==> config.mk <==
export PLATFORM = sky130hd
export DESIGN_NAME = dual_tmr_cnt
export DESIGN_NICKNAME = d
export VERILOG_FILES = /design/src/rtl/tmr_pkg.sv /design/src/rtl/tmr_gate.sv /design/src/rtl/tmr_chan.sv /design/src/rtl/dual_tmr_cnt.sv
export SDC_FILE = /design/constraint.sdc
export NUM_CORES = 1
export LEC_CHECK = 0
export BUFFER_PORTS_ARGS = -buffer_cell sky130_fd_sc_hd__buf_2
export CELL_PAD_IN_SITES_DETAIL_PLACEMENT = 1
export CELL_PAD_IN_SITES_GLOBAL_PLACEMENT = 2
export CORE_AREA = 3 3 90 113
export CTS_BUF_LIST = sky130_fd_sc_hd__clkbuf_8
export DETAILED_ROUTE_END_ITERATION = 10
export DIE_AREA = 0 0 93 116
export PLACE_DENSITY = 0.93
export SKIP_LAST_GASP = 1
export SYNTH_ARGS = -nofsm -noshare
export SYNTH_HDL_FRONTEND = slang
export SYNTH_SLANG_ARGS = --single-unit
==> constraint.sdc <==
create_clock -name clk_i -period 3.41 [get_ports clk_i]
set_input_delay 0.5115 -clock clk_i [delete_from_list [all_inputs] [get_ports clk_i]]
set_output_delay 0.5115 -clock clk_i [all_outputs]
set_load 0.1 [all_outputs]
==> src/rtl/tmr_pkg.sv <==
package tmr_pkg;
  localparam int TMR_AW = 3;

  typedef enum logic [1:0] {
    MD_13B    = 2'd0,
    MD_16B    = 2'd1,
    MD_RELOAD = 2'd2,
    MD_SPLIT  = 2'd3
  } tmr_mode_e;

  typedef struct packed {
    logic      gate;
    logic      ev_src;
    tmr_mode_e mode;
  } chan_cfg_t;

  localparam int CFG_W = $bits(chan_cfg_t);

  localparam logic [TMR_AW-1:0] ADR_MODE = 3'd0;
  localparam logic [TMR_AW-1:0] ADR_CTRL = 3'd1;
  localparam logic [TMR_AW-1:0] ADR_LO0  = 3'd2;
endpackage

==> src/rtl/tmr_gate.sv <==
module tmr_gate (
  input  logic run_i,
  input  logic gate_i,
  input  logic gin_i,
  input  logic ev_src_i,
  input  logic mc_tick_i,
  input  logic ev_tick_i,
  output logic en_o
);
  assign en_o = run_i && (!gate_i || gin_i) && (ev_src_i ? ev_tick_i : mc_tick_i);
endmodule

==> src/rtl/tmr_chan.sv <==
module tmr_chan
  import tmr_pkg::*;
#(
  parameter int BYTE_W = 8,
  parameter int PRE_W  = 5
) (
  input  logic              clk_i,
  input  logic              rst_ni,
  input  tmr_mode_e         mode_i,
  input  logic              inc_lo_i,
  input  logic              inc_hi_i,
  input  logic              wr_lo_i,
  input  logic              wr_hi_i,
  input  logic [BYTE_W-1:0] wr_data_i,
  output logic [BYTE_W-1:0] lo_o,
  output logic [BYTE_W-1:0] hi_o,
  output logic              ovf_lo_o,
  output logic              ovf_hi_o
);
  localparam int C13_W = BYTE_W + PRE_W;
  localparam int C16_W = 2 * BYTE_W;

  logic [BYTE_W-1:0] lo_q, hi_q, lo_d, hi_d;
  logic [C13_W-1:0]  c13;
  logic [C16_W-1:0]  c16;
  logic              step_pair;

  assign c13       = {hi_q, lo_q[PRE_W-1:0]} + C13_W'(1);
  assign c16       = {hi_q, lo_q} + C16_W'(1);
  // coupled shapes: a write to either byte drops the step
  assign step_pair = inc_lo_i && !wr_lo_i && !wr_hi_i;

  always_comb begin
    lo_d     = lo_q;
    hi_d     = hi_q;
    ovf_lo_o = 1'b0;
    ovf_hi_o = 1'b0;
    unique case (mode_i)
      MD_13B: if (step_pair) begin
        lo_d     = {lo_q[BYTE_W-1:PRE_W], c13[PRE_W-1:0]};
        hi_d     = c13[C13_W-1:PRE_W];
        ovf_lo_o = &{hi_q, lo_q[PRE_W-1:0]};
      end
      MD_16B: if (step_pair) begin
        {hi_d, lo_d} = c16;
        ovf_lo_o     = &{hi_q, lo_q};
      end
      MD_RELOAD: if (inc_lo_i && !wr_lo_i) begin
        if (&lo_q) begin
          lo_d     = hi_q;
          ovf_lo_o = 1'b1;
        end else begin
          lo_d = lo_q + BYTE_W'(1);
        end
      end
      MD_SPLIT: begin
        if (inc_lo_i && !wr_lo_i) begin
          lo_d     = lo_q + BYTE_W'(1);
          ovf_lo_o = &lo_q;
        end
        if (inc_hi_i && !wr_hi_i) begin
          hi_d     = hi_q + BYTE_W'(1);
          ovf_hi_o = &hi_q;
        end
      end
    endcase
    if (wr_lo_i) lo_d = wr_data_i;
    if (wr_hi_i) hi_d = wr_data_i;
  end

  always_ff @(posedge clk_i or negedge rst_ni) begin
    if (!rst_ni) begin
      lo_q <= '0;
      hi_q <= '0;
    end else begin
      lo_q <= lo_d;
      hi_q <= hi_d;
    end
  end

  assign lo_o = lo_q;
  assign hi_o = hi_q;

  AST_WR_WINS: assert property (@(posedge clk_i) disable iff (!rst_ni)
    wr_lo_i |=> lo_q == $past(wr_data_i));
  AST_RELOAD_FROM_HI: assert property (@(posedge clk_i) disable iff (!rst_ni)
    (mode_i == MD_RELOAD) && inc_lo_i && !wr_lo_i && (&lo_q) |=> lo_q == $past(hi_q));
  AST_UPPER_KEEP: assert property (@(posedge clk_i) disable iff (!rst_ni)
    (mode_i == MD_13B) && !wr_lo_i |=> lo_q[BYTE_W-1:PRE_W] == $past(lo_q[BYTE_W-1:PRE_W]));
  AST_IDLE_HOLD: assert property (@(posedge clk_i) disable iff (!rst_ni)
    !inc_lo_i && !inc_hi_i && !wr_lo_i && !wr_hi_i |=> $stable(lo_q) && $stable(hi_q));
endmodule

==> src/rtl/dual_tmr_cnt.sv <==
module dual_tmr_cnt
  import tmr_pkg::*;
#(
  parameter int BYTE_W = 8,
  parameter int PRE_W  = 5
) (
  input  logic              clk_i,
  input  logic              rst_ni,
  input  logic              wr_en_i,
  input  logic [TMR_AW-1:0] wr_addr_i,
  input  logic [BYTE_W-1:0] wr_data_i,
  input  logic [TMR_AW-1:0] rd_addr_i,
  output logic [BYTE_W-1:0] rd_data_o,
  input  logic              mc_tick_i,
  input  logic [1:0]        ev_tick_i,
  input  logic [1:0]        gate_in_i,
  output logic [1:0]        flag_o
);
  localparam int N_CH = 2;

  logic [N_CH*CFG_W-1:0] mode_q;
  logic [N_CH-1:0]       run_q, flag_q, flag_set;
  logic [N_CH-1:0]       run_eff, en, inc_lo, inc_hi, ovf_lo, ovf_hi, wr_lo, wr_hi;
  logic [BYTE_W-1:0]     lo_w [N_CH];
  logic [BYTE_W-1:0]     hi_w [N_CH];
  chan_cfg_t             cfg  [N_CH];
  logic                  split0, hold1, ctrl_wr;

  assign split0  = cfg[0].mode == MD_SPLIT;
  assign hold1   = cfg[1].mode == MD_SPLIT;
  assign ctrl_wr = wr_en_i && (wr_addr_i == ADR_CTRL);

  // channel 0 split borrows run1, so channel 1 free-runs
  assign run_eff[0] = run_q[0];
  assign run_eff[1] = split0 ? 1'b1 : run_q[1];
  assign inc_lo[0]  = en[0];
  assign inc_lo[1]  = en[1] && !hold1;
  assign inc_hi[0]  = split0 && run_q[1] && mc_tick_i;
  assign inc_hi[1]  = 1'b0;

  for (genvar c = 0; c < N_CH; c++) begin : g_ch
    localparam logic [TMR_AW-1:0] LO_ADR = TMR_AW'(int'(ADR_LO0) + 2 * c);
    localparam logic [TMR_AW-1:0] HI_ADR = TMR_AW'(int'(ADR_LO0) + 2 * c + 1);

    assign cfg[c]   = mode_q[c*CFG_W +: CFG_W];
    assign wr_lo[c] = wr_en_i && (wr_addr_i == LO_ADR);
    assign wr_hi[c] = wr_en_i && (wr_addr_i == HI_ADR);

    tmr_gate u_gate (
      .run_i    (run_eff[c]),
      .gate_i   (cfg[c].gate),
      .gin_i    (gate_in_i[c]),
      .ev_src_i (cfg[c].ev_src),
      .mc_tick_i(mc_tick_i),
      .ev_tick_i(ev_tick_i[c]),
      .en_o     (en[c])
    );

    tmr_chan #(.BYTE_W(BYTE_W), .PRE_W(PRE_W)) u_chan (
      .clk_i    (clk_i),
      .rst_ni   (rst_ni),
      .mode_i   (cfg[c].mode),
      .inc_lo_i (inc_lo[c]),
      .inc_hi_i (inc_hi[c]),
      .wr_lo_i  (wr_lo[c]),
      .wr_hi_i  (wr_hi[c]),
      .wr_data_i(wr_data_i),
      .lo_o     (lo_w[c]),
      .hi_o     (hi_w[c]),
      .ovf_lo_o (ovf_lo[c]),
      .ovf_hi_o (ovf_hi[c])
    );
  end

  assign flag_set[0] = ovf_lo[0];
  assign flag_set[1] = split0 ? ovf_hi[0] : ovf_lo[1];

  always_ff @(posedge clk_i or negedge rst_ni) begin
    if (!rst_ni) begin
      mode_q <= '0;
      run_q  <= '0;
      flag_q <= '0;
    end else begin
      if (wr_en_i && (wr_addr_i == ADR_MODE)) mode_q <= wr_data_i;
      if (ctrl_wr) begin
        run_q  <= {wr_data_i[6], wr_data_i[4]};
        flag_q <= {wr_data_i[7], wr_data_i[5]} | flag_set;
      end else begin
        flag_q <= flag_q | flag_set;
      end
    end
  end

  always_comb begin
    unique case (rd_addr_i)
      3'd0:    rd_data_o = mode_q;
      3'd1:    rd_data_o = {flag_q[1], run_q[1], flag_q[0], run_q[0], 4'h0};
      3'd2:    rd_data_o = lo_w[0];
      3'd3:    rd_data_o = hi_w[0];
      3'd4:    rd_data_o = lo_w[1];
      3'd5:    rd_data_o = hi_w[1];
      default: rd_data_o = '0;
    endcase
  end

  assign flag_o = flag_q;

  AST_FLAG_STICKY: assert property (@(posedge clk_i) disable iff (!rst_ni)
    flag_q[0] && !ctrl_wr |=> flag_q[0]);
  AST_SET_WINS: assert property (@(posedge clk_i) disable iff (!rst_ni)
    ovf_lo[0] |=> flag_q[0]);
  AST_HOLD_CH1: assert property (@(posedge clk_i) disable iff (!rst_ni)
    hold1 && !wr_lo[1] && !wr_hi[1] |=> $stable(lo_w[1]) && $stable(hi_w[1]));
  AST_SPLIT_NO_FLAG1: assert property (@(posedge clk_i) disable iff (!rst_ni)
    split0 && !ctrl_wr && !flag_q[1] && !ovf_hi[0] |=> !flag_q[1]);
endmodule

* Yosys cells after proc, flatten, opt, wreduce, memory -nomap -nowiden
Cells that the tools add are included.
** Cells by class
- Add/subtract/negate cells :: 7
- Multiply operators :: 0
- Div/mod/pow operators :: 0
- Order comparisons :: 0
- Equal/unequal tests :: 31
- Shift-type cells :: 0
- Multiplexer cells :: 42
- Bitwise gates (word level) :: 2
- Reductions and logical operators :: 46
** Operators by type and width (count)
- two-way mux 8 bit :: 17
- one-hot mux 8 bit (4 select lines) :: 2
- one-hot mux 8 bit (6 select lines) :: 1
- != test 3 x 1 -> 1 bit (second input constant) :: 13
- adder 16 x 1 -> 16 bit (second input constant) :: 2
- AND reduction 16 bit :: 2
- adder 13 x 1 -> 13 bit (second input constant) :: 2
- AND reduction 13 bit :: 2
- adder 8 x 1 -> 8 bit (second input constant) :: 3
- one-hot mux 8 bit (3 select lines) :: 1
- AND reduction 8 bit :: 3
- AND reduction 4 bit :: 5
- logical AND 1 bit :: 18
- one-hot mux 8 bit (2 select lines) :: 1
- two-way mux 1 bit :: 15
- equality test 3 x 2 -> 1 bit (second input constant) :: 4
- equality test 3 bit (second input constant) :: 4
- two-way mux 5 bit :: 2
- equality test 2 bit (second input constant) :: 4
- one-hot mux 1 bit (4 select lines) :: 2
- zero test 1 bit :: 7
- equality test 3 x 1 -> 1 bit (second input constant) :: 2
- zero test 3 bit :: 2
- equality test 2 x 1 -> 1 bit (second input constant) :: 2
- other kinds (8) :: 12
** Storage, ports and cells
- Register bits :: 44
- Bits in latches :: 0
- RAM bits :: 0
- Memory bits (read-only) :: 0
- Output and inout bits :: 10
- Logic and storage cells :: 137
- Memories :: 0

* Longest topological paths before layout
- Depth after elaboration :: 12
- Mapped depth :: 8
- Gate-level depth less buffers :: 7

* Hierarchy
Synthesis repeated with hierarchy kept, for this count alone.
** Second synthesis, totals
- Cell total of the unflattened synthesis :: 514
- Area, all modules :: 4206.5 um^2
** Modules (own cells, without submodules)
- tmr_chan :: instances 2, cells an instance 209, area an instance 1604.0 um^2
- dual_tmr_cnt :: instances 1, cells an instance 90, area an instance 950.9 um^2
- tmr_gate :: instances 2, cells an instance 3, area an instance 23.8 um^2

* Least setup slack after synthesis
No wires, ideal clock.
- Kind :: input to output
- Start :: input port rd_addr_i[0]
- End :: output port rd_data_o[4]
- Data arrival time :: 2.854 ns
- Slack :: 0.044 ns
- Cell stages on the path :: 4
- Cells stage by stage :: buf_1 clkbuf_1 a22oi_1 o221ai_1
** On the way
- Word-level cells in the longest chain between the ends :: 2
- Elaborated cells on any way between the ends :: 7
- Classes of those cells :: eq/ne: 5; mux: 1; reduce/logical: 1
** RTL lines
- from (decl) :: line dual_tmr_cnt.sv:12 : input logic [TMR_AW-1:0] rd_addr_i,
- equality test 3 bit, or another cell as far along :: line dual_tmr_cnt.sv:95 : unique case (rd_addr_i)
- one-hot mux 8 bit (6 select lines) * :: line dual_tmr_cnt.sv:95
- to (decl) :: line dual_tmr_cnt.sv:13 : output logic [BYTE_W-1:0] rd_data_o,
Mark *: on every way between the ends. The rest lies on a longest branch, timed or not.

* Worst setup path in the final report
- Start :: register mode_q[1]
- End :: register flag_q[0] (netlist: flag_o[0])
** On the way
- Word-level cells in the longest chain between the ends :: 4
- Elaborated cells on any way between the ends :: 8
- Classes of those cells :: eq/ne: 3; mux: 2; bitwise: 2; reduce/logical: 1
** RTL lines
- from (decl) :: line dual_tmr_cnt.sv:21 : logic [N_CH*CFG_W-1:0] mode_q;
- from (signal assigned) :: line dual_tmr_cnt.sv:84 : if (wr_en_i && (wr_addr_i == ADR_MODE)) mode_q <= wr_data_i;
- equality test 2 bit, or another cell as far along :: line tmr_chan.sv:38 : unique case (mode_i)
- one-hot mux 1 bit (4 select lines) * :: line tmr_chan.sv:38
- bitwise OR 2 bit, on equally long branches :: line dual_tmr_cnt.sv:89, dual_tmr_cnt.sv:87
- two-way mux 2 bit * :: line dual_tmr_cnt.sv:85 : if (ctrl_wr) begin
- to (signal assigned) :: line dual_tmr_cnt.sv:87 : flag_q <= {wr_data_i[7], wr_data_i[5]} | flag_set;
- to (signal assigned) :: line dual_tmr_cnt.sv:89 : flag_q <= flag_q | flag_set;
- to (decl) :: line dual_tmr_cnt.sv:22 : logic [N_CH-1:0] run_q, flag_q, flag_set;
Marked as above.
A chain may end at the register's enable or synchronous reset.

==> metrics.md <==
| Metric | Value |
|---|---|
| Run status | `complete, no violations` |
| Final core area utilization | `0.444` |
| Final ANT Viol Nets | `0` |
| Maximum clock path buffer count | `2` |
| Part of the Yosys area used for sequential elements | `0.295` |
| Number of gates resized after CTS | `0` |
| Via Count | `around 3800` |
| H-tree lvl count | `2` |
| Number of enable flip-flop cells after synthesis | `0` |
| Register clock-pin slew on the reported worst setup and hold paths | `approximately 0.10 ns` |
| Row cnt | `39` |
| Worst-case hold slack | `0.388 ns` |
| Max Fclk | `375 MHz` |
| Area growth syn-to-layout | `9.12%` |
| Floorplan die area | `10800 sq um` |
| Reported max-cap violation count | `0` |
| GRT overflow | `0` |
| Routed vias/inst | `6.50` |
| Global-route wire length before repair | `21.2 mm` |
| Summed negative setup slack over all endpoints | `0 ns` |
| Largest cells by area after synthesis | `sky130_fd_sc_hd__dfrtp_1 (30%), sky130_fd_sc_hd__mux2_2 (5.4%), sky130_fd_sc_hd__nor2_1 (4.2%), sky130_fd_sc_hd__mux2i_1 (4.0%), sky130_fd_sc_hd__nand2_1 (3.9%)` |
| Port Buffers | `31` |
| Register bit total from synthesis | `44` |
| Vias in the first global route | `3898` |
| Average footprint of a synthesized cell | `8.42 sq um` |
| TritonCTS clock tree | `built` |
| Placer's final routability congestion estimate | `0.909` |
| Worst vdd rail ir drop | `roughly 240 uV` |
| Placed wire-length estimate | `between 9 and 10 mm` |
| Dominant register cell in the synthesized netlist | `sky130_fd_sc_hd__dfrtp_1` |
| Unrepaired setup endpoints after global routing | `no` |
| Number of buffers inserted by post-CTS setup repair | `0` |
| Overall routed net length | `roughly 13 mm` |
| Number of DRC markers in iteration 0 | `171` |
| Nets@finish | `490` |
| Count of mapped cells out of synthesis | `443` |
| Number of clock buffers inserted by TritonCTS | `5` |
| Starting density of the core | `0.407` |
| Sink Count | `44` |
| Drt pass-1 iters | `4` |
| Initial antenna violation count | `0` |
| Synth async-reset ratio | `1.00` |
| Post-synthesis cell type with the largest combined area | `sky130_fd_sc_hd__dfrtp_1` |
| Count of pins over their slew limit | `0` |
| Type of origin of the critical path | `register` |
| Width of the die | `93 um` |
| Count of synthesis-stage warnings from yosys | `0` |
| Non-filler instance count after layout | `582` |
| All-layer global routing usage | `0.249` |
| Total core area | `a little over 9000 sq um` |
| Final period utilization | `0.782` |
| Critical Setup Path Class | `register to register` |
| Pin count of the biggest net entering global routing | `45` |
| Antenna diode count | `0` |
| Average routed wire per standard cell | `22.1 um` |
| Period minus WS final | `2.67 ns` |
| Leak Pwr | `1.59 nW` |
| I/O pins | `32` |
| Area share of the leading cell type in the synthesized netlist | `0.295` |
| Setup violators final | `0` |
| Hold violation count in the final report | `0` |
| Relative slew slack | `0.265` |
| Synth cell types | `between 70 and 80` |
| Worst-skew pair later-pin latency | `0.30 ns` |
| Cell area after synthesis | `3730 sq um` |
| DRC viols | `0` |
| CTS hold repair buffers | `0` |
| Worst min-delay path class | `input pin to asynchronous set/reset pin` |
| Cell Count Post-Placement | `around 570` |
| Fraction of layout cells with a size suffix above 1 | `0.174` |
| CP arrival | `2.90 ns` |
| Kind of end point of the critical path | `register` |
| Measured slew at the worst slew-check pin | `1.10 ns` |
| Synthesized Nets | `475` |
| Required time of the worst setup path | `approximately 3.7 ns` |
| Largest fanout on the critical path | `15` |
| Largest clock skew in the final design | `0.00961 ns` |
| Final Power | `~2.7 mW` |
| Power density of the placed cells | `668 nW/um^2` |
| Most instantiated library cell after synthesis | `sky130_fd_sc_hd__dfrtp_1` |
| Most instantiated cells after synthesis | `sky130_fd_sc_hd__dfrtp_1 (44), sky130_fd_sc_hd__nor2_1 (42), sky130_fd_sc_hd__nand2_1 (39)` |
| Overall die height | `116 um` |
| Root buffer cell | `sky130_fd_sc_hd__clkbuf_8` |
cell usage in the layout (no fill, tap or decap), types with 6 or more instances in the layout:
master and count:
sky130_fd_sc_hd__a221oi_1 8, sky130_fd_sc_hd__nor3_1 9, sky130_fd_sc_hd__nand3_1 10, sky130_fd_sc_hd__dfrtp_1 44
sky130_fd_sc_hd__inv_1 14, sky130_fd_sc_hd__o22ai_1 6, sky130_fd_sc_hd__buf_2 31, sky130_fd_sc_hd__mux2i_1 15
sky130_fd_sc_hd__buf_4 6, sky130_fd_sc_hd__o21ai_0 25, sky130_fd_sc_hd__mux2_2 18, sky130_fd_sc_hd__and3_1 10
sky130_fd_sc_hd__a31oi_1 11, sky130_fd_sc_hd__a22oi_1 7, sky130_fd_sc_hd__a21oi_1 26, sky130_fd_sc_hd__nor2_1 42
sky130_fd_sc_hd__xnor2_1 7, sky130_fd_sc_hd__nand2_1 39, sky130_fd_sc_hd__ha_1 10
metal layers:
metal	GRT usage	vias up	part of all wire
li1	-	1729	-
met1	0.305	1916	0.41
met2	0.457	109	0.52
met3	0.0318	29	0.045
met4	0.0733	0	0.023
met5	0	-	0
through the flow:
stage	setup WS [ns]	instance area, sq um
floorplan	0.0444	3730
global placement	0.891	3960
detailed placement	0.795	3960
CTS	0.742	4070
global route	0.544	4070
finish	0.744	4070
cell families (layout without fill, tap and decap cells):
kind of cell    after synthesis  in the layout  synth area share
fa+ha+maj                    10             10            0.0335
mux                          33             33            0.0946
flops                        44             44             0.295
buf+inv                      43             59            0.0503
xor+xnor                     10             10            0.0235
compound gates              143            143             0.276
simple gates                160            160             0.227
flip-flops by register name, indices dropped and copies added, names as in the netlist:
register,flops
mode_q,8
run_q,2
g_ch.u_chan.hi_o,16
g_ch.u_chan.lo_o,16
flag_o,2
layout make-up:
| class | instances | area [sq um] |
|---|---|---|
| Multi-Input combinational cell | 356 | 2450 |
| Sequential cell | 44 | 1100 |
| Inverter | 14 | 52.6 |
| Clock inverter | 3 | 46.3 |
| Tap cell | 123 | 154 |
| Clock buffer | 5 | 68.8 |
| Timing Repair Buffer | 37 | 200 |
| Fill cell | 1158 | 5100 |
path summary, 6_finish.rpt:
kind / start / slack (ns) / to / cells after the start
min in group clk_i: wr_data_i[0] / 0.51 / mode_q[0] / 3
hold reg to reg: mode_q[7] / 0.55 / mode_q[7] / 1
hold / removal: rst_ni / 0.39 / g_ch[1].u_chan.hi_o[3] / 1
setup / recovery: mode_q[1] / 0.74 / flag_o[0] / 7
setup reg to reg: mode_q[1] / 0.74 / flag_o[0] / 7
max in group asynchronous: rst_ni / 2.32 / flag_o[0] / 1
report_power, final:
| part | internal, mW | switching (mW) |
|---|---|---|
| registers | 0.694 | 0.347 |
| clock network | 0.221 | 0.207 |
| logic | 0.469 | 0.783 |
| total | 1.38 | 1.34 |
critical path, stage by stage, from the launching register on:
cell and delay (ns):
sky130_fd_sc_hd__dfrtp_1 0.43, sky130_fd_sc_hd__inv_1 0.14, sky130_fd_sc_hd__ha_1 0.52, sky130_fd_sc_hd__inv_1 0.31, sky130_fd_sc_hd__nor3_1 0.36, sky130_fd_sc_hd__a21oi_1 0.07, sky130_fd_sc_hd__or4b_2 0.67, sky130_fd_sc_hd__nand3_1 0.10
Power figures use the tool's default switching activity.
